`config.mk`:
```
export PLATFORM = sky130hd
export DESIGN_NAME = mod_freq_div
export DESIGN_NICKNAME = d
export VERILOG_FILES = /design/src/rtl/mfd_pkg.sv /design/src/rtl/mfd_stage.sv /design/src/rtl/mfd_rate_sel.sv /design/src/rtl/mfd_segment.sv /design/src/rtl/mod_freq_div.sv
export SDC_FILE = /design/constraint.sdc
export NUM_CORES = 1
export LEC_CHECK = 0
export BUFFER_PORTS_ARGS = -buffer_cell sky130_fd_sc_hd__buf_2
export CORE_ASPECT_RATIO = 1.75
export CORE_MARGIN = 1
export CORE_UTILIZATION = 50
export CTS_CLUSTER_DIAMETER = 60
export DETAILED_ROUTE_END_ITERATION = 10
export HOLD_SLACK_MARGIN = 0.05
export PLACE_DENSITY_LB_ADDON = 0.15
export REMOVE_ABC_BUFFERS = 1
export SKIP_LAST_GASP = 1
export SYNTH_ARGS = -nofsm -noshare
export SYNTH_HDL_FRONTEND = slang
export SYNTH_SLANG_ARGS = --single-unit
```
`constraint.sdc`:
```
create_clock -name clk -period 3.5 [get_ports clk]
set_clock_uncertainty 0.15 [all_clocks]
set_input_delay 0.35 -clock clk [delete_from_list [all_inputs] [get_ports clk]]
set_output_delay 0.35 -clock clk [all_outputs]
set_load 0.01 [all_outputs]
```
`src/rtl/mfd_pkg.sv`:
```
// Package: shared types and helpers for the modulation rate generator.
// Assumes: rate codes are 2 bits wide; code 3 is an alias of the fast rate.
package mfd_pkg;

    typedef enum logic [1:0] {
        RATE_FAST  = 2'd0,
        RATE_MID   = 2'd1,
        RATE_SLOW  = 2'd2,
        RATE_ALIAS = 2'd3
    } rate_sel_e;

    // Returns the rate-stage divisor for a select code.
    function automatic int rate_divisor(rate_sel_e sel, int div_mid, int div_low);
        case (sel)
            RATE_MID:  return div_mid;
            RATE_SLOW: return div_low;
            default:   return 1;
        endcase
    endfunction

    // Counter width able to hold 0..n-1, with at least one bit.
    function automatic int cnt_width(int n);
        return (n > 1) ? $clog2(n) : 1;
    endfunction

endpackage

```
`src/rtl/mfd_stage.sv`:
```
// Module: mfd_stage
// A fixed modulo-N enable divider. Each time en has been seen N times,
// tick is asserted for one cycle, in the same cycle as the N-th en.
// Assumes: en is a one-cycle qualifier in the clk domain; N >= 1.
module mfd_stage #(
    parameter int N = 10
) (
    input  logic clk,
    input  logic rst_n,
    input  logic en,
    output logic tick
);
    import mfd_pkg::*;

    localparam int W = cnt_width(N);

    generate
        if (N == 1) begin : g_pass
            // Divide by one: the enable passes straight through.
            assign tick = en;
        end else begin : g_div
            logic [W-1:0] cnt_q;
            logic         at_top;

            assign at_top = (cnt_q == W'(N - 1));
            assign tick   = en && at_top;

            // Counts qualified enables and wraps at N-1.
            always_ff @(posedge clk) begin
                if (!rst_n) begin
                    cnt_q <= '0;
                end else if (en) begin
                    cnt_q <= at_top ? '0 : cnt_q + W'(1);
                end
            end
        end
    endgenerate
endmodule

```
`src/rtl/mfd_rate_sel.sv`:
```
// Module: mfd_rate_sel
// Divides the prescaled tick by 1, DIV_MID or DIV_LOW, picked by sel.
// Assumes: sel is stable while running (changed under reset only).
module mfd_rate_sel #(
    parameter int DIV_MID = 3,
    parameter int DIV_LOW = 10
) (
    input  logic       clk,
    input  logic       rst_n,
    input  logic [1:0] sel,
    input  logic       en,
    output logic       tick
);
    import mfd_pkg::*;

    localparam int MAXD = (DIV_MID > DIV_LOW) ? DIV_MID : DIV_LOW;
    localparam int W    = cnt_width(MAXD);

    logic [W-1:0] cnt_q;
    logic [W-1:0] last;
    logic         at_top;

    // Decodes the terminal count for the selected divisor.
    always_comb begin
        last = W'(rate_divisor(rate_sel_e'(sel), DIV_MID, DIV_LOW) - 1);
    end

    assign at_top = (cnt_q == last);
    assign tick   = en && at_top;

    // Counts prescaled ticks up to the selected terminal count.
    always_ff @(posedge clk) begin
        if (!rst_n) begin
            cnt_q <= '0;
        end else if (en) begin
            cnt_q <= at_top ? '0 : cnt_q + W'(1);
        end
    end
endmodule

```
`src/rtl/mfd_segment.sv`:
```
// Module: mfd_segment
// Mixed-radix slot counter (SEG_A x SEG_B x SEG_C digits) that advances on
// each slot strobe. It also drives a square wave that is high for the first
// half of the slots and low for the second half.
// Assumes: SEG_A*SEG_B*SEG_C is even; stb is a one-cycle qualifier.
module mfd_segment #(
    parameter int SEG_A = 5,
    parameter int SEG_B = 4,
    parameter int SEG_C = 4
) (
    input  logic                                    clk,
    input  logic                                    rst_n,
    input  logic                                    stb,
    output logic [$clog2(SEG_A*SEG_B*SEG_C)-1:0]    idx,
    output logic                                    sq
);
    import mfd_pkg::*;

    localparam int SEG_N          = 3;
    localparam int SLOTS          = SEG_A * SEG_B * SEG_C;
    localparam int IDX_W          = $clog2(SLOTS);
    localparam int SEG_DIV [SEG_N] = '{SEG_A, SEG_B, SEG_C};

    logic [IDX_W-1:0] dig   [SEG_N];
    logic             carry [SEG_N+1];
    logic             sq_q;

    assign carry[0] = stb;

    genvar g;
    generate
        for (g = 0; g < SEG_N; g++) begin : g_digit
            localparam int CW = cnt_width(SEG_DIV[g]);
            logic [CW-1:0] cnt_q;
            logic          top;

            assign top        = (cnt_q == CW'(SEG_DIV[g] - 1));
            assign carry[g+1] = carry[g] && top;
            assign dig[g]     = IDX_W'(cnt_q);

            // Advances this digit when every lower digit rolls over.
            always_ff @(posedge clk) begin
                if (!rst_n) begin
                    cnt_q <= '0;
                end else if (carry[g]) begin
                    cnt_q <= top ? '0 : cnt_q + CW'(1);
                end
            end
        end
    endgenerate

    // Combines the digits into a binary slot index.
    always_comb begin
        int acc;
        acc = 0;
        for (int i = SEG_N - 1; i >= 0; i--) begin
            acc = acc * SEG_DIV[i] + int'(dig[i]);
        end
        idx = IDX_W'(acc);
    end

    // Sets the square wave at the wrap and clears it at the half-period boundary.
    always_ff @(posedge clk) begin
        if (!rst_n) begin
            sq_q <= 1'b1;
        end else if (stb) begin
            if (idx == IDX_W'(SLOTS - 1)) begin
                sq_q <= 1'b1;
            end else if (idx == IDX_W'(SLOTS / 2 - 1)) begin
                sq_q <= 1'b0;
            end
        end
    end

    assign sq = sq_q;
endmodule

```
`src/rtl/mod_freq_div.sv`:
```
// Module: mod_freq_div (top)
// Prescales the system clock to a fixed tick, applies the selectable rate
// divisor and a divide-by-HALF_DIV to form the slot strobe, then counts slots.
// Assumes: rate_sel is held stable outside reset; everything is in clk's domain.
module mod_freq_div #(
    parameter int PRE_A    = 10,
    parameter int PRE_B    = 5,
    parameter int DIV_MID  = 3,
    parameter int DIV_LOW  = 10,
    parameter int HALF_DIV = 2,
    parameter int SEG_A    = 5,
    parameter int SEG_B    = 4,
    parameter int SEG_C    = 4
) (
    input  logic                                 clk,
    input  logic                                 rst_n,
    input  logic [1:0]                           rate_sel,
    output logic                                 mod_sq,
    output logic                                 slot_stb,
    output logic [$clog2(SEG_A*SEG_B*SEG_C)-1:0] seg_idx
);
    localparam int PRE_N            = 2;
    localparam int PRE_DIV [PRE_N]  = '{PRE_A, PRE_B};

    logic pre_en [PRE_N+1];
    logic rate_tick;

    assign pre_en[0] = 1'b1;

    genvar p;
    generate
        for (p = 0; p < PRE_N; p++) begin : g_pre
            mfd_stage #(.N(PRE_DIV[p])) u_stage (
                .clk   (clk),
                .rst_n (rst_n),
                .en    (pre_en[p]),
                .tick  (pre_en[p+1])
            );
        end
    endgenerate

    mfd_rate_sel #(.DIV_MID(DIV_MID), .DIV_LOW(DIV_LOW)) u_rate (
        .clk   (clk),
        .rst_n (rst_n),
        .sel   (rate_sel),
        .en    (pre_en[PRE_N]),
        .tick  (rate_tick)
    );

    mfd_stage #(.N(HALF_DIV)) u_half (
        .clk   (clk),
        .rst_n (rst_n),
        .en    (rate_tick),
        .tick  (slot_stb)
    );

    mfd_segment #(.SEG_A(SEG_A), .SEG_B(SEG_B), .SEG_C(SEG_C)) u_seg (
        .clk   (clk),
        .rst_n (rst_n),
        .stb   (slot_stb),
        .idx   (seg_idx),
        .sq    (mod_sq)
    );
endmodule

```
# --- Word level (Yosys, flattened, before mapping) ---
# Index checks and enable logic that the tools add are counted.
word_totals:
  ff_bits: 20
  in_bits: 4
  output_inout_bits: 9
op_classes:
  n_addsub: 10
  n_mul: 1
  eq_ne: 10
  n_mux: 9
  n_bitwise: 1
  reduce_logical: 8
ops:
  columns: ["operator", "count"]
  rows:
  - ["32-bit by 4-bit multiplier with 7-bit output (second input constant)", 1]
  - ["4-bit by 1-bit adder with 4-bit output (second input constant)", 2]
  - ["4-bit one-hot mux with 2 select lines", 1]
  - ["7-bit by 4-bit adder with 7-bit output", 1]
  - ["7-bit by 6-bit == test with 1-bit output (second input constant)", 1]
  - ["7-bit == test (second input constant)", 1]
  - ["3-bit by 1-bit adder with 3-bit output (second input constant)", 2]
  - ["2-bit == test (second input constant)", 3]
  - ["3-bit == test (second input constant)", 2]
  - ["3-bit 2-to-1 mux", 2]
  - ["4-bit by 2-bit adder with 5-bit output", 1]
  - ["1-bit logical AND", 5]
  - ["2-bit by 1-bit adder with 2-bit output (second input constant)", 2]
  - ["4-bit == test", 1]
  - ["4-bit == test (second input constant)", 1]
  - ["2-bit 2-to-1 mux", 2]
  - ["4-bit 2-to-1 mux", 1]
  - ["4-bit by 1-bit subtractor with 4-bit output (second input constant)", 1]
  - ["1-bit 2-to-1 mux", 3]
  - ["2-bit by 1-bit == test with 1-bit output (second input constant)", 1]
  - ["2-bit AND reduction", 1]
  - ["2-bit nonzero test", 1]
  - ["2-bit OR reduction", 1]
  - ["1-bit adder (second input constant)", 1]
  - ["1-bit NOT", 1]

# --- Logic depth before layout (Yosys ltp) ---
depth:
  depth_word: 8
  ltp_mapped: 10
  mapped_depth_nobuf: 9

# --- Modules after synthesis ---
# From an unflattened synthesis, not the netlist that was laid out.
unflattened:
  cells_unflattened: 145
  hier_area_um2: 1342.5
modules_own_cells:
  columns: ["module", "n_inst", "cells_each", "area_per_inst_um2", "seq_area_each_um2"]
  rows:
  - ["mfd_segment", 1, 74, 670.6, 160.2]
  - ["mfd_rate_sel", 1, 28, 271.5, 80.1]
  - ["mfd_stage (g_pre[0].u_stage)", 1, 20, 191.4, 80.1]
  - ["mfd_stage (g_pre[1].u_stage)", 1, 18, 162.7, 60.1]
  - ["mfd_stage (u_half)", 1, 4, 42.5, 20.0]
  - ["mod_freq_div", 1, 1, 3.8, 0.0]

# --- Worst setup path after synthesis ---
# Ideal clock, no wire load.
synth_path:
  path_type: "register to register"
  from: "register u_seg.g_digit[2].cnt_q[1]"
  to: "register u_seg.sq_q (netlist: u_seg.sq)"
  arrival_ps: 2409
  t_required_ps: 3214
  setup_slack_ps: 805
  path_stages_with_launch: 9
  path_buffers: 0
  period_less_slack_ps: 2695
  path_cell_list: "dfxtp_1 -> ha_1 -> ha_1 -> ha_1 -> and3_1 -> or3_1 -> and2_1 -> o41ai_1 -> nand4_1"
synth_between:
  elab_chain_len: 6
synth_lines:
  columns: ["item", "line", "source"]
  rows:
  - ["start, declared", "mfd_segment.sv:34", "logic [CW-1:0] cnt_q;"]
  - ["start signal, assigned", "mfd_segment.sv:46", "cnt_q <= top ? '0 : cnt_q + CW'(1);"]
  - ["4-bit by 2-bit adder with 5-bit output (*)", "mfd_segment.sv:57", "acc = acc * SEG_DIV[i] + int'(dig[i]);"]
  - ["32-bit by 4-bit multiplier with 7-bit output (*)", "mfd_segment.sv:57", null]
  - ["7-bit by 4-bit adder with 7-bit output (*)", "mfd_segment.sv:57", null]
  - ["via seg_idx[4]", "mod_freq_div.sv:20", "output logic [$clog2(SEG_A*SEG_B*SEG_C)-1:0] seg_idx"]
  - ["7-bit by 6-bit == test with 1-bit output / 7-bit == test (equally long branches)", "mfd_segment.sv:69, mfd_segment.sv:67", null]
  - ["2-bit nonzero test (no line)", null, null]
  - ["2-bit AND reduction (no line)", null, null]
  - ["end signal, assigned", "mfd_segment.sv:65", "sq_q <= 1'b1;"]
  - ["end signal, assigned", "mfd_segment.sv:68", "sq_q <= 1'b1;"]
  - ["end signal, assigned", "mfd_segment.sv:70", "sq_q <= 1'b0;"]
  - ["end, declared", "mfd_segment.sv:26", "logic sq_q;"]
# The timed path passes the listed nets; every way through them passes the cells marked *.
# A chain may end at the register's enable or synchronous reset.

# --- Worst setup path after layout ---
layout_path:
  from: "register u_seg.g_digit[1].cnt_q[0]"
  to: "output port seg_idx[5]"
layout_between:
  elab_chain_len: 3
layout_lines:
  columns: ["item", "line"]
  rows:
  - ["start, declared", "mfd_segment.sv:34"]
  - ["start signal, assigned", "mfd_segment.sv:46"]
  - ["4-bit by 2-bit adder with 5-bit output", "mfd_segment.sv:57"]
  - ["32-bit by 4-bit multiplier with 7-bit output", "mfd_segment.sv:57"]
  - ["7-bit by 4-bit adder with 7-bit output", "mfd_segment.sv:57"]
  - ["end, declared", "mod_freq_div.sv:20"]
# Every way passes these cells.

==> summary.md <==
| Metric | Value |
|---|---|
| Vias per std cell | `5.70` |
| Startpoint Class | `flip-flop` |
| Multiplexer area fraction after synthesis | `1.47%` |
| Max-slew violation count | `0` |
| Final min period | `2.98 ns` |
| # diodes | `0` |
| Global routing met3 resource utilization | `2.82%` |
| Filler cells | `226` |
| Worst-Margin Slew | `0.483 ns` |
| Area share of the largest cell type after synthesis | `29.5%` |
| Commonest non-fill, non-tap cells in the layout | `ha_1, dfxtp_1, nand2_1` |
| Vias in the first global route | `1046` |
| Register area | `400 µm²` |
| Crit end category | `output pin` |
| Post-DP HPWL | `2.04 mm` |
| Synth Warn # | `0` |
| Chip width | `41.4 µm` |
| RSZ-0062 raised after global routing | `no` |
| Critical Path AT | `2.48 ns` |
| Met2 usage | `36.1%` |
| IO buf count | `12` |
| Die footprint | `2940 µm²` |
| Hold Vio Cnt, Final | `0` |
| Max Fanout on Critical Path | `5` |
| Initial antenna violation count | `0` |
| Fin Setup TNS | `0 ns` |
| Area Growth Syn to Fin | `10.0%` |
| Final setup violation count | `0` |
| Status | `finished clean` |
| Leak Pwr | `0.698 nW` |
| Number of synthesized flops with an enable pin | `0` |
| Setup Buffers After CTS | `0` |
| GR Overflow Total | `0` |
| WL final | `2.48 mm` |
| Fin crit share | `85.2%` |
| PwrDens | `290 nW/µm²` |
| Iter 0 DRT Violations | `34` |
| Pre-antenna DRT Iters | `4` |
| Post-synthesis adder-cell area fraction | `22.7%` |
| DR vias | `1111` |
| Synth Flop Type | `dfxtp_1` |
| Syn avg cell area | `8.70 µm²` |
| Kind of critical path | `reg2out` |
| Largest net degree at the start of global routing | `14` |
| CTS tree | `done` |
| Max transition margin | `67.8%` |
| Hold crit path type | `in2reg` |
| Drc violations | `0` |
| Peak VDD IR | `0.202 mV` |
| Post-synthesis register bit count | `20` |
| Max Freq | `335 MHz` |
| Simple-Gate Fraction of Synth Area | `24.3%` |
| Post-synth ARST share | `0%` |
| Total clock sinks | `20` |
| # rows | `24` |
| CTS root buffer | `clkbuf_8` |
| Top Usage Layer GRT | `met2` |
| Hold buffer count at cts | `0` |
| Starting Density | `53.8%` |
| Final Wtd Congestion | `0.776` |
| Largest family of logic cells by synthesized area | `simple AND/OR/NAND/NOR gates` |
| Netlist cell types | `36` |
| Req. time, crit path | `3.00 ns` |
| Final nets | `198` |
| Mapped Area | `1360 µm²` |
| Total GRT Usage | `19.4%` |
| Mapped Cells | `156` |
| Top cells by area, synth | `dfxtp_1, ha_1, a21oi_1` |
| Routed Antenna Nets | `0` |
| Layout cells sized above 1 | `13.6%` |
| Top cell type by total area after synthesis | `dfxtp_1` |
| Core area | `2520 µm²` |
| Most common library cell in the layout ignoring fill and taps | `ha_1` |
| Clk_lat worst skew | `0.26 ns` |
| Met1 Use GR | `18.4%` |
| Compound-Gate Fraction of Synth Area | `13.5%` |
| Multi-input logic area | `893 µm²` |
| Max cap viols | `0` |
| WHS | `0.198 ns` |
| Num ports | `13` |
| Clock buffer depth | `2` |
| Cts repair resizes | `0` |
| Clock transition at the registers of the reported paths | `0.08 ns` |
| First-pass GRT wire length | `4.05 mm` |
| CTS Buf Count | `3` |
| H-tree levels | `1` |
| Synth Area in XOR/XNOR | `3.87%` |
| Post-synthesis sequential area ratio | `29.5%` |
| DIE HEIGHT | `70.9 µm` |
| Post-DR wirelength/cell | `12.7 µm` |
## state kept, by name (all words and copies together) (netlist names)
name,count
g_pre.u_stage.g_div.cnt_q,7
u_half.g_div.at_top,1
u_rate.cnt_q,4
u_seg.g_digit.cnt_q,7
u_seg.sq,1
## metal layers
| layer | vias to the layer above | routed length [µm] |
|---|---|---|
| met2 | 12 | 1390 |
| met5 | - | 0 |
| met1 | 526 | 1000 |
| met4 | 0 | 46 |
| li1 | 569 | - |
| met3 | 4 | 46 |
## layout make-up
class	count	area share, %
Multi-Input combinational cell	119	59.8
Tap cell	26	2.18
Sequential cell	20	26.8
Inverter	14	3.52
Timing Repair Buffer	12	4.02
Clock buffer	4	3.69
## per-stage QoR
step / total power [mW] / setup WS [ns] / std cells / cell area (µm²) / util, %
4_1_cts: 0.440 / 0.493 / 195 / 1490 / 59.2
5_1_grt: 0.451 / 0.355 / 195 / 1490 / 59.2
3_5_place_dp: 0.264 / 0.743 / 191 / 1440 / 57.0
3_3_place_gp: 0.263 / 0.793 / 191 / 1440 / 57.0
6_report: 0.433 / 0.517 / 195 / 1490 / 59.2
2_1_floorplan: 0.257 / 0.805 / 153 / 1350 / -
## worst paths after layout
path	startpoint	end	slack [ns]	cells after the start
setup / recovery	u_seg.g_digit[1].cnt_q[0]	seg_idx[5]	0.52	9
setup reg to reg	u_seg.g_digit[2].cnt_q[1]	u_seg.sq	0.72	8
hold reg to reg	g_pre[1].u_stage.g_div.cnt_q[1]	g_pre[1].u_stage.g_div.cnt_q[1]	0.33	2
hold / removal	rst_n	u_seg.sq	0.20	2
## Yosys cell counts (all sizes together) (2+ instances only)
master,number
ha,23
dfxtp,20
nand2,14
a21oi,13
inv,13
nor2,10
o21ai,10
nand3,6
or3,6
nand3b,4
nand4,4
xnor2,4
clkbuf,3
a21boi,2
and3,2
and3b,2
mux2i,2
nand2b,2
xor2,2
## where the power goes
part           switching [mW]  leakage, nW  internal (mW)
combinational          0.0135        0.507         0.0116
clock                  0.0748       0.0288          0.100
sequential            0.00291        0.162          0.230
## critical path, cell delays in order, from the launching register on
cell and delay, ns:
dfxtp_1 0.41, ha_1 0.26, ha_1 0.29, inv_1 0.06, fa_1 0.46, nor2b_1 0.12, o21ai_0 0.09, a21boi_0 0.30
nor2_1 0.08, buf_2 0.14
## kinds of logic (layout without fill, tap and decap cells)
kind of cell | after synthesis | in the layout
adder cells (fa/ha/maj) | 24 | 24
multiplexers | 2 | 2
AND/OR/NAND/NOR | 58 | 58
flip-flops | 20 | 20
buffers and inverters | 17 | 30
AO/OA/AOI/OAI | 29 | 29
XOR/XNOR | 6 | 6
Note: power is estimated with default switching activity, not from simulation.
